[config.mk]
export PLATFORM = sky130hd
export DESIGN_NAME = qfold_phase_gen
export DESIGN_NICKNAME = d
export VERILOG_FILES = /design/src/rtl/qfold_pkg.sv /design/src/rtl/qfold_phase_acc.sv /design/src/rtl/qfold_mirror.sv /design/src/rtl/qfold_node_split.sv /design/src/rtl/qfold_phase_gen.sv
export SDC_FILE = /design/constraint.sdc
export NUM_CORES = 1
export LEC_CHECK = 0
export CORE_MARGIN = 5
export CORE_UTILIZATION = 58
export CTS_BUF_LIST = sky130_fd_sc_hd__clkbuf_16
export DETAILED_ROUTE_END_ITERATION = 8
export PLACE_DENSITY_LB_ADDON = 0.15
export SLEW_MARGIN = 20
export SYNTH_ARGS = -nofsm -noshare
export SYNTH_HDL_FRONTEND = slang
export SYNTH_SLANG_ARGS = --single-unit
[constraint.sdc]
create_clock -name clk -period 10 [get_ports clk]
set_input_delay 3 -clock clk [delete_from_list [all_inputs] [get_ports clk]]
set_output_delay 3 -clock clk [all_outputs]
set_load 0.01 [all_outputs]
[src/rtl/qfold_pkg.sv]
package qfold_pkg;

  typedef enum logic [1:0] {
    QD_RISE_POS = 2'b00,
    QD_FALL_POS = 2'b01,
    QD_FALL_NEG = 2'b10,
    QD_RISE_NEG = 2'b11
  } quadrant_e;

  // Mirrored quadrants run from the quarter point back toward zero.
  function automatic logic quad_mirrored(input quadrant_e q);
    return (q == QD_FALL_POS) || (q == QD_RISE_NEG);
  endfunction

  // The upper half of the cycle is emitted with a negate flag.
  function automatic logic quad_positive(input quadrant_e q);
    return (q == QD_RISE_POS) || (q == QD_FALL_POS);
  endfunction

endpackage

[src/rtl/qfold_phase_acc.sv]
module qfold_phase_acc #(
  parameter int ACC_W = 32,
  parameter int OFS_W = 14
) (
  input  logic             clk,
  input  logic             rst_n,
  input  logic [ACC_W-1:0] freq_word,
  input  logic [OFS_W-1:0] ofs_word,
  output logic [ACC_W-1:0] inst_phase
);
  localparam int SHIFT = ACC_W - OFS_W;

  logic [ACC_W-1:0] acc_q;
  logic [ACC_W-1:0] acc_d;
  logic [ACC_W-1:0] ofs_aligned;

  always_comb begin
    acc_d = acc_q + freq_word;
  end

  always_ff @(posedge clk or negedge rst_n) begin
    if (!rst_n) begin
      acc_q <= '0;
    end else begin
      acc_q <= acc_d;
    end
  end

  generate
    if (SHIFT > 0) begin : g_pad
      assign ofs_aligned = {ofs_word, {SHIFT{1'b0}}};
    end else begin : g_full
      assign ofs_aligned = ofs_word[OFS_W-1 -: ACC_W];
    end
  endgenerate

  assign inst_phase = acc_q + ofs_aligned;

  AST_ACC_STEP: assert property (@(posedge clk) disable iff (!rst_n)
    1'b1 |=> acc_q == $past(acc_q) + $past(freq_word));

endmodule

[src/rtl/qfold_mirror.sv]
module qfold_mirror #(
  parameter int ACC_W = 32
) (
  input  logic [ACC_W-1:0] phase,
  output logic [ACC_W-2:0] folded,
  output logic             positive
);
  import qfold_pkg::*;

  localparam int Q_W = ACC_W - 2;

  quadrant_e        quad;
  logic [Q_W-1:0]   lower;
  logic [Q_W:0]     mirrored;

  always_comb begin
    quad     = quadrant_e'(phase[ACC_W-1 -: 2]);
    lower    = phase[Q_W-1:0];
    // inverting and adding one in Q_W+1 bits gives 2^Q_W - lower,
    // and lower == 0 lands exactly on the quarter point
    mirrored = {1'b0, ~lower} + {{Q_W{1'b0}}, 1'b1};
    if (quad_mirrored(quad)) begin
      folded = mirrored;
    end else begin
      folded = {1'b0, lower};
    end
    positive = quad_positive(quad);
  end

endmodule

[src/rtl/qfold_node_split.sv]
module qfold_node_split #(
  parameter int ACC_W  = 32,
  parameter int FRAC_W = 20
) (
  input  logic [ACC_W-2:0]        folded,
  output logic [ACC_W-2-FRAC_W:0] idx,
  output logic [ACC_W-2-FRAC_W:0] idx_nxt,
  output logic [FRAC_W-1:0]       frac
);
  localparam int IDX_W  = ACC_W - 2 - FRAC_W;
  localparam int NODE_W = IDX_W + 1;
  localparam logic [NODE_W-1:0] IDX_TOP = NODE_W'(1) << IDX_W;

  always_comb begin
    idx  = folded[ACC_W-2 -: NODE_W];
    frac = folded[FRAC_W-1:0];
    if (idx == IDX_TOP) begin
      idx_nxt = IDX_TOP;
    end else begin
      idx_nxt = idx + NODE_W'(1);
    end
  end

endmodule

[src/rtl/qfold_phase_gen.sv]
module qfold_phase_gen #(
  parameter int ACC_W  = 32,
  parameter int OFS_W  = 14,
  parameter int FRAC_W = 20
) (
  input  logic                    clk,
  input  logic                    rst_n,
  input  logic [ACC_W-1:0]        freq_word,
  input  logic [OFS_W-1:0]        ofs_word,
  output logic [ACC_W-2-FRAC_W:0] node_idx,
  output logic [ACC_W-2-FRAC_W:0] node_nxt,
  output logic [FRAC_W-1:0]       frac,
  output logic                    sign_pos,
  output logic                    out_valid
);
  localparam int IDX_W  = ACC_W - 2 - FRAC_W;
  localparam int NODE_W = IDX_W + 1;
  localparam logic [NODE_W-1:0] IDX_TOP = NODE_W'(1) << IDX_W;

  logic [ACC_W-1:0]  inst_phase;
  logic [ACC_W-2:0]  folded;
  logic              positive;
  logic [NODE_W-1:0] idx_d;
  logic [NODE_W-1:0] nxt_d;
  logic [FRAC_W-1:0] frac_d;

  qfold_phase_acc #(.ACC_W(ACC_W), .OFS_W(OFS_W)) u_acc (
    .clk       (clk),
    .rst_n     (rst_n),
    .freq_word (freq_word),
    .ofs_word  (ofs_word),
    .inst_phase(inst_phase)
  );

  qfold_mirror #(.ACC_W(ACC_W)) u_mirror (
    .phase   (inst_phase),
    .folded  (folded),
    .positive(positive)
  );

  qfold_node_split #(.ACC_W(ACC_W), .FRAC_W(FRAC_W)) u_split (
    .folded (folded),
    .idx    (idx_d),
    .idx_nxt(nxt_d),
    .frac   (frac_d)
  );

  always_ff @(posedge clk or negedge rst_n) begin
    if (!rst_n) begin
      node_idx  <= '0;
      node_nxt  <= '0;
      frac      <= '0;
      sign_pos  <= 1'b0;
      out_valid <= 1'b0;
    end else begin
      node_idx  <= idx_d;
      node_nxt  <= nxt_d;
      frac      <= frac_d;
      sign_pos  <= positive;
      out_valid <= 1'b1;
    end
  end

  AST_IDX_RANGE: assert property (@(posedge clk) disable iff (!rst_n)
    out_valid |-> node_idx <= IDX_TOP);

  AST_QPOINT_FRAC: assert property (@(posedge clk) disable iff (!rst_n)
    (out_valid && node_idx == IDX_TOP) |-> frac == '0);

  AST_NEXT_NODE: assert property (@(posedge clk) disable iff (!rst_n)
    out_valid |-> ((node_nxt == node_idx + NODE_W'(1)) ||
                   (node_idx == IDX_TOP && node_nxt == IDX_TOP)));

  AST_VALID_HOLD: assert property (@(posedge clk) disable iff (!rst_n)
    out_valid |=> out_valid);

  AST_VALID_RISE: assert property (@(posedge clk) disable iff (!rst_n)
    !out_valid |=> out_valid);

endmodule

Word-level counts from Yosys, hierarchy flattened --
Index checks and enable logic that the tools add are counted.
Cells by class: $add $sub $neg 4, eq/ne operators 3, mux-type cells 2, bitwise logic cells 1, reduce and logical (&&, ||, !) cells 3
Operators by type and width (count):
- $add A32 B32 Y32 | 2
- $add A30 B1 Y31 const B | 1
- $mux W31 | 1
- $not A30 Y30 | 1
- $add A11 B1 Y11 const B | 1
- $eq A11 B11 Y1 const B | 1
- $mux W11 | 1
- $eq A2 B1 Y1 const B | 1
- $eq A2 B2 Y1 const B | 1
- $logic_not A2 Y1 | 1
- $logic_or A1 B1 Y1 | 2
Storage, ports and cells: register bits after elaboration 76, bits of input ports 48, output and inout bits 44, logic and storage cells 19

Depth between registers and ports, before layout --
Gate-level depths: netlist of run 1.
depth in word-level cells 6, mapped depth 14, depth with buffers taken out 13

Hierarchy --
Synthesis of run 1 repeated with hierarchy kept, for this count alone.
Unflattened totals: cells, all modules 544, area total of the unflattened synthesis 5393.9 sq um
Modules (own cells, without submodules):
- qfold_phase_acc | times used 1, cells an instance 345, area an instance 3179.3 sq um, sequential area each 800.8 sq um
- qfold_phase_gen | times used 1, cells an instance 45, area an instance 1104.8 sq um, sequential area each 1101.1 sq um
- qfold_mirror | times used 1, cells an instance 93, area an instance 666.9 sq um, sequential area each 0.0 sq um
- qfold_node_split | times used 1, cells an instance 61, area an instance 442.9 sq um, sequential area each 0.0 sq um

Least setup slack after synthesis of run 1 --
OpenSTA, ideal clock, no wires.
path kind input to register, start input ofs_word[0], end register node_nxt[8], library setup time 123 ps, data arrival time 5836 ps, data required time 9877 ps, slack 4041 ps, cell stages on the path 13, path buffers 1, path through ha_1 -> fa_1 -> a211o_1 -> a31oi_1 -> o211ai_1 -> xor2_1 -> clkbuf_1 -> o21ai_0 -> xnor2_1 -> ha_1 -> and3_1 -> nand4_1 -> nor2b_1
On the way: word-level cells in the longest chain between the ends 6, elaborated cells on any way between the ends 10, those cells by class add/sub: 3; eq/ne: 3; mux: 2; bitwise: 1; reduce/logical: 1
RTL lines:
- from (decl) | RTL line qfold_phase_gen.sv:9 | input logic [OFS_W-1:0] ofs_word,
- $add A32 B32 Y32 (*) | RTL line qfold_phase_acc.sv:37 | assign inst_phase = acc_q + ofs_aligned;
- $not A30 Y30 (tied with other cells) | RTL line qfold_mirror.sv:21 | mirrored = {1'b0, ~lower} + {{Q_W{1'b0}}, 1'b1};
- $add A30 B1 Y31 / $logic_or A1 B1 Y1 (equally long branches) | RTL line qfold_mirror.sv:21, qfold_pkg.sv:12
- $mux W31 (*) | RTL line qfold_mirror.sv:22 | if (quad_mirrored(quad)) begin
- net folded[21] | RTL line qfold_phase_gen.sv:21 | logic [ACC_W-2:0] folded;
- $add A11 B1 Y11 / $eq A11 B11 Y1 (equally long branches) | RTL line qfold_node_split.sv:20, qfold_node_split.sv:17
- $mux W11 (*) | RTL line qfold_node_split.sv:17 | if (idx == IDX_TOP) begin
- net nxt_d[8] | RTL line qfold_phase_gen.sv:24 | logic [NODE_W-1:0] nxt_d;
- to (signal assigned) | RTL line qfold_phase_gen.sv:57 | node_nxt <= nxt_d;
- to (decl) | RTL line qfold_phase_gen.sv:11 | output logic [ACC_W-2-FRAC_W:0] node_nxt,
The timed path passes the listed nets; every way through them passes the cells marked *.

Worst setup path after layout of run 1 --
Same ends and word-level chain as after synthesis.

==> results of run 1 <==
## flip-flops by register name, summed over array words and instances (netlist names)
register,flops
u_acc.acc_q,32
frac,20
node_idx,11
node_nxt,11
out_valid,1
sign_pos,1
## kinds of logic (layout without fill, tap and decap cells)
kind of cell               count (synthesis)  after routing  synth area share, %
AOI/OAI and AO/OA                        158            158                 22.0
xor gates and xnor gates                  71             71                 12.9
buffers and inverters                     28            129                 2.32
other                                      1              1               0.0723
adders and majority gates                 49             49                 12.1
and+or+nand+nor                          117            117                 14.0
DFF                                       76             76                 36.7
## routing by layer
metal  track usage, %  vias up  share of wire [%]
met3             3.82       22                5.1
li1                 -     2053                  -
met1             29.7     2003                 45
met4             8.68        0                1.9
met2             36.1      125                 48
met5                0        -                  0
## critical path: stages
cell,delay [ns]
clkdlybuf4s50_1,0.44
ha_1,0.25
fa_1,0.48
a211o_1,0.38
a31oi_1,0.18
o211ai_1,0.16
xor2_1,0.17
buf_4,0.25
nand2_1,0.09
xnor2_1,0.32
ha_1,0.26
and3_1,0.25
nand4_1,0.16
nor2b_1,0.18
## stage by stage
step / power [W] / util [%]
2_1_floorplan: 0.00205 / -
3_3_place_gp: 0.00248 / 71.2
5_1_grt: 0.00313 / 74.5
3_5_place_dp: 0.00256 / 71.2
4_1_cts: 0.00290 / 74.5
6_report: 0.00289 / 74.5
## final cells by class
type | instances | area [µm²] | area share (%)
sequential | 76 | 1900 | 29.3
timing repair buffer | 93 | 923 | 14.2
clock buffer | 9 | 225 | 3.47
clock inverter | 6 | 65.1 | 1.00
tap | 108 | 135 | 2.08
inverter | 21 | 78.8 | 1.21
multi-input combinational | 396 | 3170 | 48.7
## power by group through the flow
stage / clock (W) / combinational (W) / sequential (W)
floorplan: 0 / 0.00141 / 0.000642
finish: 0.000317 / 0.00195 / 0.000625
global route: 0.000337 / 0.00215 / 0.000645
detailed placement: 0 / 0.00193 / 0.000631
global placement: 0 / 0.00186 / 0.000624
CTS: 0.000322 / 0.00195 / 0.000626
## cell usage after synthesis, drive strengths merged (4+ instances only)
cell type | n | area share [%]
a2111oi | 4 | 0.92
a211o | 5 | 0.84
a211oi | 7 | 1.1
a21o | 24 | 3.5
a21oi | 41 | 4.0
a31oi | 6 | 0.72
and3 | 7 | 0.84
and4 | 4 | 0.72
buf | 5 | 0.65
dfrtp | 76 | 37
ha | 47 | 11
inv | 21 | 1.5
nand2 | 16 | 1.2
nand2b | 5 | 0.60
nand3 | 10 | 1.1
nand4 | 9 | 1.3
nor2 | 26 | 1.9
nor2b | 7 | 0.84
nor3 | 9 | 0.96
nor4 | 7 | 2.1
o211ai | 4 | 0.58
o21a | 7 | 1.0
o21ai | 23 | 2.2
o21bai | 5 | 0.72
o31ai | 10 | 2.1
or3 | 6 | 0.92
xnor2 | 52 | 9.4
xor2 | 19 | 3.5
## worst paths after layout
| kind | slack (ns) | from | endpoint |
|---|---|---|---|
| setup reg to reg | 6.38 | u_acc.acc_q[18] | node_nxt[8] |
| max in group asynchronous | 6.58 | rst_n | node_idx[3] |
| setup / recovery | 3.64 | ofs_word[0] | node_nxt[8] |
| hold reg to reg | 0.48 | u_acc.acc_q[0] | frac[0] |
| min in group asynchronous | 2.79 | rst_n | u_acc.acc_q[5] |
| hold / removal | 0.48 | u_acc.acc_q[0] | frac[0] |
## cell usage in the layout (no fill, tap or decap), types with 8 or more instances in the layout
cell	instances
a21o_1	24
a21oi_1	41
clkbuf_16	9
clkdlybuf4s50_1	90
dfrtp_1	76
ha_1	47
inv_1	21
nand2_1	16
nand3_1	9
nor2_1	26
nor3_1	8
o21ai_0	20
xnor2_1	48
xor2_1	17
==> reports/qor.log, run 1 <==
qor: clock_network.clock_insertion_delay_worst_skew 0.33 ns
qor: sta.final_hold_viol_count 0
qor: final_layout.final.fill_count 610
qor: final_layout.nets 694
qor: clock_network.cts_setup_buffers 0
qor: detailed_routing.drt_iter0_markers 222
qor: pwr.seqPwrFrac 21.6%
qor: yosys.ys_dominant_reg_cell dfrtp_1
qor: floorplanning.initial_util 59.5%
qor: clock_network.clkSinkCount 76
qor: clock_network.cts.clk_slew.worst_paths 0.06 ns
qor: grt.number_of_antenna_violations_at_the_first_check_in_global_routing 0
qor: sta.rsz0062_at_grt no
qor: sta.worstMarginPinSlew 0.929 ns
qor: placed_design.post-place-cells 694
qor: floorplanning.top_level_ports 92
qor: yosys.synth_async_sr_flop_share 100%
qor: yosys.synth_seq_area_share 36.7%
qor: grt.grt_first_pass_wirelength 20300 µm
qor: pwr.p_clk_share 11.0%
qor: final_layout.fin_cells 709
qor: yosys.synth.avg_cell_area 10.4 µm²
qor: worst_setup_path.cp_data_arrival_time 6.56 ns
qor: worst_setup_path.ff2ff_path_depth 13
qor: grt.grt_max_degree 77
qor: clock_network.clk_root_buffer_cell clkbuf_16
qor: worst_setup_path.path_max_fanout 21
qor: pwr.netSwitchingFraction 45.1%
qor: clock_network.cts.repair.resized 0
qor: detailed_routing.first_pass_iters 4
qor: pwr.netSwitchingPower 0.00130 W
qor: sta.number_of_pins_exceeding_their_max_slew_limit_in_the_final_report 0
qor: hold_path.hold_depth 0
qor: clock_network.htree_levels 3
qor: sta.setup_slack 3.64 ns
qor: yosys.syn_warnings 0
qor: flow_run.drv_cap 0
qor: detailed_routing.ant_nets 0
qor: detailed_routing.route.detailed.vias_per_inst 5.93
qor: grt.grt_pass1_vias 4274
qor: floorplanning.die_width 105 µm
qor: placed_design.placement.setup.worst_slack 3.31 ns
qor: yosys.synth_enable_flop_cells 0
qor: pwr.power_per_cell_area 445 mW/mm²
qor: sta.timing.final.crit_share 63.6%
qor: sta.clock_skew 0.0105 ns
qor: yosys.synth.lib_cells_used.distinct 70
qor: sta.worst_hold_slack 0.481 ns
qor: floorplanning.chipHeight 105 µm
qor: sta.timing.max_slew.rel_slack 38.1%
qor: worst_setup_path.path_class in -> reg
qor: worst_setup_path.endpoint_kind register
qor: final_layout.antenna_cells_inserted 0
qor: worst_setup_path.cp-start-kind input pin
qor: sta.max_freq 157 MHz
qor: placed_design.port_buffer_count 91
qor: grt.groute.usage.overall 22.2%
qor: clock_network.tritoncts.num_buffers 9
qor: placed_design.dp.final_hpwl 9380 µm
qor: detailed_routing.route.final.wire_length 11900 µm
qor: outcome.outcome finished, final reports clean
qor: final_layout.final_design_area_no_fill 0.00650 mm²
qor: pwr.vdd_drop_max 0.000201 V
qor: clock_network.cts_tree done
qor: clock_network.cts_hold_buffers 0
qor: floorplanning.die_area 0.0109 mm²
qor: sta.total_negative_slack 0 ns
qor: hold_path.hold_class reg -> reg
qor: floorplanning.design.core.area 0.00872 mm²
qor: yosys.synth_fp_nets 597
qor: pwr.p_int 0.00159 W
qor: yosys.synth_cells 500
qor: clock_network.clock_tree_buf_depth 2
qor: sta.timing.final.setup_violations 0
qor: sta.post-route-min-period 6.36 ns
qor: pwr.p_leak 2.79 nW
qor: final_layout.layout-drive-gt1-share 8.65%
qor: final_layout.area_delta_synth_final 25.2%
qor: pwr.p_comb_share 67.4%
qor: floorplanning.core.rowCount 34
qor: yosys.ys_ff_latch 76
qor: yosys.synthesis.area 0.00519 mm²
qor: placed_design.place_area 0.00621 mm²
qor: worst_setup_path.required 10.21 ns
qor: detailed_routing.drc_errors 0
qor: grt.overflow 0
qor: detailed_routing.route.vias.total 4203
qor: placed_design.gp_congestion 0.935
qor: detailed_routing.wl_per_cell 16.8 µm
No activity file was read; power rests on OpenSTA's default activity.
==> run 2: changes to the inputs <==
- CORE_UTILIZATION: 58 -> 54
- clock period: 10 -> 6.6 ns (I/O delays scaled with it)
==> reports/qor.log, run 2 (synthesis gave the netlist of run 1 again) <==
qor: outcome.outcome finished, final reports clean [unchanged]
qor: worst_setup_path.path_class in -> reg [unchanged]
qor: worst_setup_path.worst-path-stages 13 [was 14]
qor: sta.post-route-min-period 5.43 ns
qor: sta.final_hold_viol_count 0 [unchanged]
qor: floorplanning.top_level_ports 92 [unchanged]
qor: worst_setup_path.reg2reg_slack 2.87 ns [was 6.38 ns]
qor: sta.max_freq 184 MHz
qor: clock_network.clock_insertion_delay_worst_skew 0.33 ns [about the same]
qor: placed_design.dp.final_hpwl 9220 µm [was 9380 µm]
qor: clock_network.cts.repair.resized 0 [unchanged]
qor: floorplanning.die_width 108 µm [was 105 µm]
qor: worst_setup_path.worstReg2RegStart u_acc.acc_q[18] [unchanged]
qor: floorplanning.die_area 0.0117 mm² [was 0.0109 mm²]
qor: final_layout.nets 694 [unchanged]
qor: placed_design.port_buffer_count 91 [unchanged]
qor: sta.timing.max_slew.rel_slack 37.1% [was 38.1%]
qor: sta.rsz0062_at_grt no [unchanged]
qor: final_layout.area_delta_synth_final 25.5% [was 25.2%]
qor: clock_network.cts_setup_buffers 0 [unchanged]
qor: clock_network.clk_root_buffer_cell clkbuf_16 [unchanged]
qor: sta.clock_skew 0.0116 ns [was 0.0105 ns]
qor: worst_setup_path.required 6.80 ns [was 10.21 ns]
qor: worst_setup_path.cpMaxStageDelayCell xor2_1 [was fa_1]
qor: worst_setup_path.r2r_end node_nxt[8] [unchanged]
qor: hold_path.hold_startpoint u_acc.acc_q[0] [unchanged]
qor: worst_setup_path.path_max_fanout 9 [was 21]
qor: pwr.finalPower 0.00437 W [was 0.00289 W]
qor: detailed_routing.route.vias.total 4166 [was 4203]
qor: worst_setup_path.endpoint_kind register [unchanged]
qor: clock_network.clkSinkCount 76 [unchanged]
qor: worst_setup_path.cp-start-kind input pin [unchanged]
qor: worst_setup_path.worst_setup_path_startpoint ofs_word[0] [unchanged]
qor: hold_path.hold_class reg -> reg [unchanged]
qor: pwr.vdd_drop_max 0.000251 V [was 0.000201 V]
qor: worst_setup_path.worst-path-buf-inv 1 [was 2]
qor: grt.grt_pass1_vias 4218 [was 4274]
qor: pwr.p_leak 2.79 nW [about the same]
qor: detailed_routing.route.detailed.vias_per_inst 5.71 [was 5.93]
qor: grt.grt_first_pass_wirelength 19700 µm [was 20300 µm]
qor: floorplanning.design.core.area 0.00928 mm² [was 0.00872 mm²]
qor: placed_design.gp_congestion 0.948 [was 0.935]
qor: grt.groute.usage.overall 20.8% [was 22.2%]
qor: clock_network.cts_hold_buffers 0 [unchanged]
qor: worst_setup_path.critical_path_s_largest_stage_delay 0.52 ns [was 0.48 ns]
qor: grt.grt_max_degree 77 [unchanged]
qor: final_layout.largest_register u_acc.acc_q [unchanged]
qor: detailed_routing.ant_nets 0 [unchanged]
qor: pwr.power_per_cell_area 671 mW/mm² [was 445 mW/mm²]
qor: clock_network.cts_tree done [unchanged]
qor: worst_setup_path.cp_cell_sequence clkdlybuf4s50_1 -> ha_1 -> fa_1 -> a211o_1 -> a31oi_1 -> o211ai_1 -> xor2_1 -> o21ai_0 -> xnor2_1 -> ha_1 -> and3_1 -> nand4_1 -> nor2b_1 [was clkdlybuf4s50_1 -> ha_1 -> fa_1 -> a211o_1 -> a31oi_1 -> o211ai_1 -> xor2_1 -> buf_4 -> nand2_1 -> xnor2_1 -> ha_1 -> and3_1 -> nand4_1 -> nor2b_1]
qor: final_layout.biggestRegsByFlops u_acc.acc_q x32, frac x20 [unchanged]
qor: sta.timing.final.setup_violations 0 [unchanged]
qor: clock_network.htree_levels 3 [unchanged]
qor: worst_setup_path.ff2ff_path_depth 12 [was 13]
qor: final_layout.final_cell_mix 90 x clkdlybuf4s50_1, 76 x dfrtp_1, 48 x xnor2_1 [unchanged]
qor: grt.overflow 0 [unchanged]
qor: worst_setup_path.cp_data_arrival_time 5.64 ns [was 6.56 ns]
qor: hold_path.min_to frac[0] [unchanged]
qor: detailed_routing.drt_iter0_markers 150 [was 222]
qor: final_layout.largest_register_ffs 32 [unchanged]
qor: hold_path.hold_depth 0 [unchanged]
qor: sta.worstMarginPinSlew 0.944 ns [was 0.929 ns]
qor: final_layout.most_common_library_cell_in_the_layout_ignoring_fill_and_taps clkdlybuf4s50_1 [unchanged]
qor: final_layout.layout-drive-gt1-share 8.50% [was 8.65%]
qor: floorplanning.initial_util 55.9% [was 59.5%]
qor: detailed_routing.drc_errors 0 [unchanged]
qor: flow_run.drv_cap 0 [unchanged]
qor: detailed_routing.route.final.wire_length 11700 µm [was 11900 µm]
qor: floorplanning.core.rowCount 35 [was 34]
qor: detailed_routing.first_pass_iters 4 [unchanged]
qor: clock_network.clock_tree_buf_depth 2 [unchanged]
qor: final_layout.final.fill_count 737 [was 610]
qor: worst_setup_path.critical_path.top_delay_family adder cells [unchanged]
qor: worst_setup_path.cp_common_cell ha_1 [unchanged]
qor: sta.timing.final.crit_share 82.3%
qor: detailed_routing.wl_per_cell 16.1 µm [was 16.8 µm]
qor: grt.number_of_antenna_violations_at_the_first_check_in_global_routing 0 [unchanged]
qor: clock_network.tritoncts.num_buffers 9 [unchanged]
qor: final_layout.antenna_cells_inserted 0 [unchanged]
qor: floorplanning.chipHeight 108 µm [was 105 µm]
qor: sta.total_negative_slack 0 ns [unchanged]
qor: sta.number_of_pins_exceeding_their_max_slew_limit_in_the_final_report 0 [unchanged]
qor: clock_network.cts.clk_slew.worst_paths 0.06 ns [about the same]
==> run 2: metrics by stage <==
step	worst slack [ns]	area [µm²]	hold WS, ns	cells	utilization [%]
floorplan	1.66	5190	0.415	500	-
finish	1.17	6510	0.456	729	70.1
global placement	0.954	6230	0.440	715	67.1
global route	0.874	6510	0.493	729	70.1
CTS	1.16	6510	0.457	729	70.1
detailed placement	0.807	6230	0.449	715	67.1
==> run 2: routing by layer <==
metal  part of all wire, %  global-route usage (%)  wire length (µm)  up-vias
met5                     0                       0                 0        -
met4                   1.2                    6.58               140        0
met3                   4.4                    3.46               518       13
met2                    49                    34.8              5700      111
met1                    46                    27.6              5380     1990
li1                      -                       -                 -     2052
==> run 2: how the worst max path moves through the flow <==
stage | endpoint | slack, ns
after global routing | node_nxt[8] | 0.87
after detailed placement | node_nxt[8] | 0.81
after floorplan | node_nxt[8] | 1.66
after global placement | node_nxt[8] | 0.95
final | node_nxt[8] | 1.17
after CTS | node_nxt[8] | 1.16
==> run 2: power breakdown <==
part | internal (W) | leakage [nW] | switching (W) | total, W
Combinational | 0.00135 | 1.77 | 0.00161 | 0.00296
Clock | 0.000287 | 0.135 | 0.000182 | 0.000469
Sequential | 0.000760 | 0.889 | 0.000181 | 0.000941
==> run 2: layout make-up <==
type,instances,area [µm²],area share [%]
multi-input cells,396,3170,48.6
clock inverters,5,55.1,0.845
clock buffers,9,225,3.46
well taps,129,161,2.48
inverters,21,78.8,1.21
flip-flops and latches,76,1900,29.2
repair buffers,93,923,14.2
